### config.mk
export PLATFORM = sky130hd
export DESIGN_NAME = tstamp_capture
export DESIGN_NICKNAME = d
export VERILOG_FILES = /design/src/rtl/ecap_pkg.sv /design/src/rtl/ecap_inq.sv /design/src/rtl/ecap_tsfifo.sv /design/src/rtl/tstamp_capture.sv
export SDC_FILE = /design/constraint.sdc
export NUM_CORES = 1
export LEC_CHECK = 0
export BUFFER_PORTS_ARGS = -buffer_cell sky130_fd_sc_hd__buf_2
export CAP_MARGIN = 30
export CELL_PAD_IN_SITES_DETAIL_PLACEMENT = 1
export CELL_PAD_IN_SITES_GLOBAL_PLACEMENT = 1
export CORE_ASPECT_RATIO = 2
export CORE_MARGIN = 3
export CORE_UTILIZATION = 25
export DETAILED_ROUTE_END_ITERATION = 8
export GPL_ROUTABILITY_DRIVEN = 0
export GPL_TIMING_DRIVEN = 0
export PLACE_DENSITY_LB_ADDON = 0.12
export SYNTH_ARGS = -nofsm -noshare
export SYNTH_HDL_FRONTEND = slang
export SYNTH_SLANG_ARGS = --single-unit
### constraint.sdc
create_clock -name clk -period 1.85 [get_ports clk]
set_input_delay 0.2775 -clock clk [delete_from_list [all_inputs] [get_ports clk]]
set_output_delay 0.2775 -clock clk [all_outputs]
set_load 0.01 [all_outputs]
### src/rtl/ecap_pkg.sv
package ecap_pkg;
  typedef enum logic [1:0] {
    EDGE_NONE = 2'b00,
    EDGE_RISE = 2'b01,
    EDGE_FALL = 2'b10,
    EDGE_BOTH = 2'b11
  } edge_sel_t;

  localparam int unsigned CTRL_STRIDE = 4;
  localparam int unsigned ADR_CTRL    = 0;
  localparam int unsigned ADR_STAT    = 1;
  localparam int unsigned ADR_FLAG    = 2;
  localparam int unsigned ADR_DATA0   = 3;
endpackage

### src/rtl/ecap_inq.sv
module ecap_inq (
  input  logic clk,
  input  logic rst,
  input  logic pin_i,
  output logic rise_o,
  output logic fall_o
);
  logic s1, s2, s3, lvl;
  logic settle;

  // new level accepted once two consecutive samples agree
  assign settle = (s2 == s3) && (s3 != lvl);
  assign rise_o = settle && s3;
  assign fall_o = settle && !s3;

  always_ff @(posedge clk) begin
    if (rst) begin
      s1  <= 1'b0;
      s2  <= 1'b0;
      s3  <= 1'b0;
      lvl <= 1'b0;
    end else begin
      s1 <= pin_i;
      s2 <= s1;
      s3 <= s2;
      if (settle) lvl <= s3;
    end
  end
endmodule

### src/rtl/ecap_tsfifo.sv
module ecap_tsfifo #(
  parameter int unsigned W     = 16,
  parameter int unsigned DEPTH = 2,
  localparam int unsigned CNT_W = $clog2(DEPTH + 1),
  localparam int unsigned PTR_W = (DEPTH > 1) ? $clog2(DEPTH) : 1
) (
  input  logic             clk,
  input  logic             rst,
  input  logic             clr,
  input  logic             push,
  input  logic [W-1:0]     din,
  input  logic             pop,
  output logic [W-1:0]     dout,
  output logic [CNT_W-1:0] count
);
  logic [W-1:0]     mem [DEPTH];
  logic [PTR_W-1:0] rd_ptr, wr_ptr;
  logic             full, empty, do_pop, drop;

  function automatic logic [PTR_W-1:0] nxt(input logic [PTR_W-1:0] p);
    return (p == PTR_W'(DEPTH - 1)) ? '0 : p + 1'b1;
  endfunction

  assign full   = (count == CNT_W'(DEPTH));
  assign empty  = (count == '0);
  assign do_pop = pop && !empty;
  assign drop   = push && full && !do_pop;
  assign dout   = mem[rd_ptr];

  always_ff @(posedge clk) begin
    if (push) mem[wr_ptr] <= din;
  end

  always_ff @(posedge clk) begin
    if (rst || clr) begin
      rd_ptr <= '0;
      wr_ptr <= '0;
      count  <= '0;
    end else begin
      if (push) wr_ptr <= nxt(wr_ptr);
      if (do_pop || drop) rd_ptr <= nxt(rd_ptr);
      if (push && !do_pop && !full) count <= count + 1'b1;
      else if (!push && do_pop)     count <= count - 1'b1;
    end
  end
endmodule

### src/rtl/tstamp_capture.sv
module tstamp_capture
  import ecap_pkg::*;
#(
  parameter int unsigned NCH   = 3,
  parameter int unsigned TW    = 16,
  parameter int unsigned DEPTH = 2,
  parameter int unsigned AW    = 3,
  parameter int unsigned DW    = 16
) (
  input  logic           clk,
  input  logic           rst,
  input  logic [TW-1:0]  timer_i,
  input  logic [NCH-1:0] cap_pin_i,
  input  logic           wr_en_i,
  input  logic           rd_en_i,
  input  logic [AW-1:0]  addr_i,
  input  logic [DW-1:0]  wdata_i,
  output logic [DW-1:0]  rdata_o,
  output logic [NCH-1:0] irq_o
);
  localparam int unsigned CNT_W = $clog2(DEPTH + 1);

  logic [DW-1:0]                ctrl_q;
  logic [NCH-1:0]               flag_q;
  logic [NCH-1:0]               en_w, mask_w, rise_w, fall_w, cap_w, pop_w, clr_w;
  logic [NCH-1:0][CNT_W-1:0]    cnt_w;
  logic [NCH-1:0][TW-1:0]       dout_w;
  logic                         ctrl_wr, flag_wr;
  logic [DW-1:0]                rd_val;

  assign ctrl_wr = wr_en_i && (addr_i == AW'(ADR_CTRL));
  assign flag_wr = wr_en_i && (addr_i == AW'(ADR_FLAG));

  always_comb begin
    for (int i = 0; i < NCH; i++) begin
      edge_sel_t m;
      m         = edge_sel_t'(ctrl_q[CTRL_STRIDE*i+1 +: 2]);
      en_w[i]   = ctrl_q[CTRL_STRIDE*i];
      mask_w[i] = ctrl_q[CTRL_STRIDE*i+3];
      cap_w[i]  = en_w[i] &&
                  ((rise_w[i] && (m == EDGE_RISE || m == EDGE_BOTH)) ||
                   (fall_w[i] && (m == EDGE_FALL || m == EDGE_BOTH)));
      pop_w[i]  = rd_en_i && (addr_i == AW'(ADR_DATA0 + i));
      clr_w[i]  = ctrl_wr && !wdata_i[CTRL_STRIDE*i];
    end
  end

  for (genvar g = 0; g < NCH; g++) begin : g_ch
    ecap_inq u_inq (
      .clk    (clk),
      .rst    (rst),
      .pin_i  (cap_pin_i[g]),
      .rise_o (rise_w[g]),
      .fall_o (fall_w[g])
    );
    ecap_tsfifo #(.W(TW), .DEPTH(DEPTH)) u_fifo (
      .clk   (clk),
      .rst   (rst),
      .clr   (clr_w[g]),
      .push  (cap_w[g]),
      .din   (timer_i),
      .pop   (pop_w[g]),
      .dout  (dout_w[g]),
      .count (cnt_w[g])
    );
  end

  always_comb begin
    rd_val = '0;
    if (addr_i == AW'(ADR_CTRL)) rd_val = ctrl_q;
    if (addr_i == AW'(ADR_STAT))
      for (int i = 0; i < NCH; i++) rd_val[i*CNT_W +: CNT_W] = cnt_w[i];
    if (addr_i == AW'(ADR_FLAG)) rd_val[NCH-1:0] = flag_q;
    for (int i = 0; i < NCH; i++)
      if (addr_i == AW'(ADR_DATA0 + i) && cnt_w[i] != '0)
        rd_val[TW-1:0] = dout_w[i];
  end

  always_ff @(posedge clk) begin
    if (rst) begin
      ctrl_q  <= '0;
      flag_q  <= '0;
      irq_o   <= '0;
      rdata_o <= '0;
    end else begin
      if (ctrl_wr) ctrl_q <= wdata_i;
      flag_q  <= cap_w | (flag_q & ~({NCH{flag_wr}} & wdata_i[NCH-1:0]));
      irq_o   <= flag_q & mask_w;
      if (rd_en_i) rdata_o <= rd_val;
    end
  end
endmodule

==> impl_results.md, run 1 <==
- Run status: finished clean
- Share of the yosys chip area belonging to registers: approximately 64%
- Cell accounting for the most synthesized area: sky130_fd_sc_hd__edfxtp_1
- Max FO, Critical Path: 11
- Area grow syn2layout: 23.2%
- Period utilisation layout: 93.6%
- Fin cells: 960
- ANT nets after route: 0
- Post-route setup slack: between 0.1 and 0.15 ns
- Multi-input gate area: 0.00217 mm2
- Share of power burned in registers: between 40% and 50%
- # nets final: 653
- GRT Resource Usage Total: between 10 and 15%
- Setup violation total in the final timing report: 0
- Cell Int Power: just over 6 mW
- Switching pwr: 1.60 mW
- Max Freq: a little under 600 MHz
- Synthesized area: roughly 0.0065 mm2
- Area share of the largest cell type after synthesis: ~44%
- Number of buffers created by CTS: 17
- Count of hold buffers inserted by post-cts repair: 0
- Slew at the pin with the worst max-slew slack: roughly 0.88 ns
- Total power of the final layout: between 7 and 8 mW
- Time the final worst path needs with I/O delays and setup: 1.73 ns
- Data arrival time at the worst-slack endpoint: 1.87 ns
- Classification of the worst setup path: reg -> reg
- Setup TNS: 0 ns
- Kind of end point of the critical path: flop
- Clock network latency to the later pin of the worst-skew pair: about 0.43 ns
- Pwr per Cell Area: approximately 960 mW/mm2
- Power share of the clock group: between 40% and 50%
- Syn Area/Cell: roughly 12 um2
- Pre-CTS setup slack: -0.165 ns
- Total die area: approximately 0.028 mm2
- Pleak: between 2 and 3 nW
- #FFs+latches synth: approximately 160
- Max-Cap Viols: 0
- Total instance count after detailed placement: 926
- Cells after synthesis: between 500 and 600
- Largest net degree at the start of global routing: 17
- Final routed wirelength across all metal layers: 18.9 mm
- Clock Pin Slew Worst Setup and Hold Paths: 0.06 ns
- Die height: about 230 um
- Unrepaired setup endpoints after global routing: no
- Vias after detailed routing: 4384
- Part of the total power dissipated in combinational logic: under 10%
- EDFF count, synth: 96
- Number of fill cells in the layout: roughly 2800
- Area contributors post-synth: sky130_fd_sc_hd__edfxtp_1 44%, sky130_fd_sc_hd__dfxtp_1 20%, sky130_fd_sc_hd__mux2i_1 7.3%
- Horizontal die dimension: around 120 um
- Most frequently used flop master after synthesis: sky130_fd_sc_hd__edfxtp_1
- Synth cell types: 51
- Layout cells sized above 1: about a quarter
- Via-to-Cell Ratio: 4.57
- Net Sw Frac: around a fifth
- Router iterations before antenna repair: 4
- Effective utilization at floorplan: ~26%
- Max Clock Skew: between 0.005 and 0.006 ns
- Cell count of the worst reg-to-reg path: 4
- Library cell used as clock root buffer: sky130_fd_sc_hd__clkbuf_16
- Final Hold Vio Count: 0
- IR drop worst, VDD: approximately 420 uV
- Buffers on Ports: between 50 and 60
- Initial antenna violation count: 1
- Clk buf depth: 2
- Yosys warnings: 0
- Classification of the worst-slack hold path: in -> reg
- Startpoint class of the critical path: flop
- Post-route core utilization: between 30% and 40%
- Detailed-route wire length per cell: slightly below 20 um
- Core Box Area: ~0.025 mm2
- Global route total overflow: 0
- Iteration-0 DRC Markers: about 210
- Num ports: between 60 and 70
- Number of remaining DRC errors: 0
- Count of H-tree levels built during CTS: 4
- Clock tree from TritonCTS: built
- Clk sinks: 161
- Tightest slew margin relative to the limit: roughly two fifths
- DPL Wire Length: between 10 and 15 mm
- Floorplan row count: 82
- Nets in the synthesized netlist: between 500 and 600
- Area occupied by registers: about 0.0042 mm2
- Max Slew Vio Count: 0
- Share of async-settable or async-resettable flops after synthesis: 0%
- Number of antenna diodes: 0
- Critical path required time: about 2.0 ns
- Via count of the first global-routing pass: 4816
- Depth of the worst hold-timing path: 2
- First-pass GRT wire length: approximately 28 mm
## worst paths after layout
path | to | slack [ns] | startpoint
setup / recovery | g_ch[2].u_fifo.mem[0][5] | 0.12 | g_ch[2].u_inq.s2
hold / removal | g_ch[2].u_inq.s1 | 0.06 | cap_pin_i[2]
setup reg to reg | g_ch[2].u_fifo.mem[0][5] | 0.12 | g_ch[2].u_inq.s2
hold reg to reg | g_ch[2].u_inq.s2 | 0.44 | g_ch[2].u_inq.s1
## cells in the mapped netlist (all sizes together) (3+ instances only)
cell	instances
a22oi	5
dfxtp	65
o21ai	18
nand3	14
and4b	4
nor3	12
nor3b	5
xnor2	8
a211oi	4
and4bb	3
mux2i	47
nor2b	9
inv	6
nand2b	3
o2bb2ai	3
nand2	52
clkbuf	9
buf	21
mux2	8
o22ai	13
edfxtp	96
and3	9
o211ai	3
o21bai	3
a21oi	42
nor2	45
a2111oi	3
nand3b	5
## stage by stage
| step | hold WS [ns] | instance area (um2) |
|---|---|---|
| floorplan | 0.376 | 6490 |
| global placement | 0.427 | 7200 |
| detailed placement | 0.435 | 7340 |
| CTS | 0.0300 | 7940 |
| global route | 0.0357 | 8000 |
| finish | 0.0574 | 8000 |
## sequential cells by signal, summed over array words and instances (netlist names), named ones only
register,cells
g_ch.u_fifo.count,6
irq_o,3
g_ch.u_inq.s1,3
g_ch.u_inq.s3,3
g_ch.u_fifo.mem,96
g_ch.u_inq.lvl,3
ctrl_q,16
flag_q,3
rdata_o,16
g_ch.u_inq.s2,3
g_ch.u_fifo.wr_ptr,3
g_ch.u_fifo.rd_ptr,3
## worst max-delay path, stage by stage (launching register included)
cell,delay [ns]
sky130_fd_sc_hd__dfxtp_1,0.34
sky130_fd_sc_hd__and4bb_2,0.34
sky130_fd_sc_hd__o21ai_4,0.13
sky130_fd_sc_hd__nor2_2,0.40
sky130_fd_sc_hd__buf_8,0.23
## cells in the final DEF (no fill, tap or decap), types with 5 or more instances in the layout
cell / n
sky130_fd_sc_hd__edfxtp_1: 96
sky130_fd_sc_hd__buf_2: 71
sky130_fd_sc_hd__dfxtp_1: 65
sky130_fd_sc_hd__nand2_1: 52
sky130_fd_sc_hd__mux2i_1: 47
sky130_fd_sc_hd__a21oi_1: 42
sky130_fd_sc_hd__nor2_1: 37
sky130_fd_sc_hd__clkbuf_16: 18
sky130_fd_sc_hd__nand3_1: 14
sky130_fd_sc_hd__o22ai_1: 13
sky130_fd_sc_hd__o21ai_0: 13
sky130_fd_sc_hd__clkbuf_1: 11
sky130_fd_sc_hd__nor3_1: 9
sky130_fd_sc_hd__and3_1: 9
sky130_fd_sc_hd__nor2b_1: 9
sky130_fd_sc_hd__buf_4: 8
sky130_fd_sc_hd__mux2_2: 8
sky130_fd_sc_hd__xnor2_1: 8
sky130_fd_sc_hd__inv_1: 5
sky130_fd_sc_hd__nor2_2: 5
sky130_fd_sc_hd__a22oi_1: 5
## kinds of logic after synthesis
family / count (synthesis) / share of synthesized area (%)
AO/OA/AOI/OAI: 100 / 9.80
XOR/XNOR: 9 / 1.21
buffers and inverters: 36 / 2.83
flip-flops: 161 / 64.5
multiplexers: 55 / 8.64
AND/OR/NAND/NOR: 164 / 13.0
## cell type report
type                    instances  share of cell area [%]
flip-flops and latches        161                    52.3
multi-input cells             328                    27.2
clock buffers                  24                    6.29
repair buffers                 67                    5.35
well taps                     336                    5.26
plain buffers                  30                    2.05
clock inverters                 8                    1.25
inverters                       6                   0.282
## timing repair
action                                  in CTS  in global routing
gates resized for setup                      1                  8
endpoints found under the setup margin      27                 52
pin swaps                                    0                  2
buffers inserted                             0                  2
## layer usage
layer,global-route usage [%],wire length [um],vias to the layer above
li1,-,-,2097
met3,3.81,642,19
met2,27.4,11000,93
met1,13.8,6840,2173
met4,5.67,427,2
met5,0,13,-
## power groups by stage
stage	Sequential, mW	Clock (mW)	Combinational [mW]
global placement	3.90	0	0.251
finish	3.82	3.59	0.250
detailed placement	3.90	0	0.258
CTS	3.82	3.69	0.258
global route	3.83	3.82	0.277
floorplan	3.90	0	0.108
No activity file was read; power rests on OpenSTA's default activity.
==> run 2: changes to the inputs <==
- BUFFER_PORTS_ARGS: -buffer_cell sky130_fd_sc_hd__buf_2 -> default
- CORE_MARGIN: 3 -> 8
- DONT_BUFFER_PORTS: default -> 1
==> run 2 against run 1 <==
Compared with the run above:
- final cell count shrank 2.3%
- worst setup slack lost 0.027 ns
- via count shrank 2.4%
- fmax shrank 1.6%
- clock power shrank 8.9%
- power shrank 4.1%
- sequential power is essentially flat
- largest power group unchanged
- die area grew 13%
- sequential cell count is the same
- count of clock-buffer cells in the layout shrank 3
==> impl_results.md, run 2 (same netlist as run 1, synthesis figures left out) <==
- Run status: finished clean
- Count of H-tree levels built during CTS: 4
- Num ports: slightly above 60
- Most common cell after layout, fill and taps aside: sky130_fd_sc_hd__edfxtp_1
- Global route total overflow: 0
- Commonest non-fill, non-tap cells in the layout: 96 x sky130_fd_sc_hd__edfxtp_1, 64 x sky130_fd_sc_hd__dfxtp_1, 52 x sky130_fd_sc_hd__nand2_1, 47 x sky130_fd_sc_hd__mux2i_1, 42 x sky130_fd_sc_hd__a21oi_1
- Max FO, Critical Path: 8
- Time the final worst path needs with I/O delays and setup: about 1.8 ns
- DPL Wire Length: approximately 15 mm
- Unrepaired setup endpoints after global routing: no
- ANT nets after route: 0
- Clock tree from TritonCTS: built
- Horizontal die dimension: between 100 and 150 um
- Max Slew Vio Count: 0
- Vias after detailed routing: around 4300
- Period utilisation layout: between 90% and 100%
- Largest net degree at the start of global routing: 17
- IR drop worst, VDD: roughly 360 uV
- Kind of end point of the critical path: flop
- Via count of the first global-routing pass: 4815
- Floorplan row count: slightly above 80
- Library cell used as clock root buffer: sky130_fd_sc_hd__clkbuf_16
- Max-Cap Viols: 0
- Total power of the final layout: between 7 and 8 mW
- Number of buffers created by CTS: 17
- Registers with the highest flip-flop counts: g_ch.u_fifo.mem: 96 flops, ctrl_q: 16 flops, rdata_o: 16 flops
- Number of flip-flops in the largest register: 96
- Post-route core utilization: between 30% and 40%
- Pwr per Cell Area: ~920 mW/mm2
- Initial antenna violation count: 0
- Top reg by flops: g_ch.u_fifo.mem
- Slew at the pin with the worst max-slew slack: 0.875 ns
- Number of antenna diodes: 0
- Die height: 244 um
- Clock network latency to the later pin of the worst-skew pair: 0.43 ns
- Core Box Area: 0.0257 mm2
- Classification of the worst-slack hold path: in -> reg
- Pleak: around 2.5 nW
- Startpoint class of the critical path: flop
- Setup violation total in the final timing report: 0
- Number of fill cells in the layout: approximately 2800
- Tightest slew margin relative to the limit: between 40% and 50%
- Clock Pin Slew Worst Setup and Hold Paths: 0.06 ns
- Total die area: 0.0317 mm2
- # nets final: about 630
- Critical path required time: about 2.1 ns
- Clk buf depth: 2
- GRT Resource Usage Total: around 13%
- Data arrival time at the worst-slack endpoint: about 2.0 ns
- Area grow syn2layout: 22.8%
- Effective utilization at floorplan: 25.3%
- Router iterations before antenna repair: 4
- Iteration-0 DRC Markers: roughly 150
- Buffers on Ports: 0
- Number of remaining DRC errors: 0
- Final routed wirelength across all metal layers: roughly 19 mm
- Via-to-Cell Ratio: between 4 and 5
- Classification of the worst setup path: reg -> reg
- Fin Hold WS: 0.0403 ns
- Final Hold Vio Count: 0
- Layout cells sized above 1: between 10% and 20%
- Clk sinks: approximately 160
- Detailed-route wire length per cell: just over 20 um
- Max Freq: 568 MHz
- Max Clock Skew: between 0.008 and 0.009 ns
- First-pass GRT wire length: slightly below 30 mm
run 2: cell count changes in the layout (fill, tap and decap cells not counted), sizes merged:
| cell | change |
|---|---|
| dlygate4sd3 | +32 |
| buf | -61 |
| clkinv | +4 |
| bufinv | -1 |
run 2: per-layer routing:
metal  vias up  share of wire [%]  global-route usage (%)  routed length, um
met5         -                  0                       0                  0
met4         0                2.9                    5.81                551
met3        27                3.8                    3.50                736
met2        76                 56                    24.2              10900
met1      2136                 37                    12.3               7110
li1       2040                  -                       -                  -
run 2: through the flow:
step / instance area [um2] / TNS, ns / setup WS, ns / std cells
final: 7970 / 0 / 0.0903 / 938
after global routing: 7970 / 0 / 0.00408 / 938
after CTS: 7920 / -0.815 / -0.0603 / 936
after detailed placement: 7040 / -3.75 / -0.145 / 872
after global placement: 6910 / -82.21 / -0.986 / 865
after floorplan: 6490 / -3.62 / -0.113 / 525
run 2: worst paths after layout:
kind	to	slack, ns	cells after the start	from
max	rdata_o[3]	0.09	6	g_ch[1].u_fifo.count[0]
min	flag_q[0]	0.04	3	wdata_i[0]
max reg2reg	rdata_o[3]	0.09	6	g_ch[1].u_fifo.count[0]
min reg2reg	g_ch[2].u_inq.s2	0.45	1	g_ch[2].u_inq.s1
run 2: critical path, stage by stage, from the launching register on:
cell and delay [ns]:
sky130_fd_sc_hd__dfxtp_1 0.31, sky130_fd_sc_hd__buf_6 0.13, sky130_fd_sc_hd__nor2_1 0.29, sky130_fd_sc_hd__nand3b_1 0.27, sky130_fd_sc_hd__o22ai_1 0.12, sky130_fd_sc_hd__a2111oi_0 0.40, sky130_fd_sc_hd__nor3_1 0.09
run 2: cell type report:
| cell class | count | area (um2) | share of cell area, % |
|---|---|---|---|
| clock buffer | 21 | 450 | 5.65 |
| multi-input combinational | 328 | 2170 | 27.2 |
| timing repair buffer | 41 | 450 | 5.65 |
| inverter | 6 | 22.5 | 0.283 |
| clock inverter | 11 | 90.1 | 1.13 |
| tap | 340 | 425 | 5.34 |
| sequential | 161 | 4190 | 52.5 |
| buffer | 30 | 173 | 2.17 |
run 2: power breakdown:
group | switching, mW | internal, mW | leakage (nW)
sequential | 0.0166 | 3.81 | 1.39
clock | 1.40 | 1.87 | 0.260
combinational | 0.154 | 0.0953 | 0.858
total | 1.57 | 5.77 | 2.51
run 2: what timing repair did:
item	in CTS	in global routing
hold buffers	32	0
endpoints found under the hold margin	112	0
setup buffers	0	2
resized for setup	2	9
setup endpoints to repair	34	48
pin swaps	0	2
gates cloned	0	0
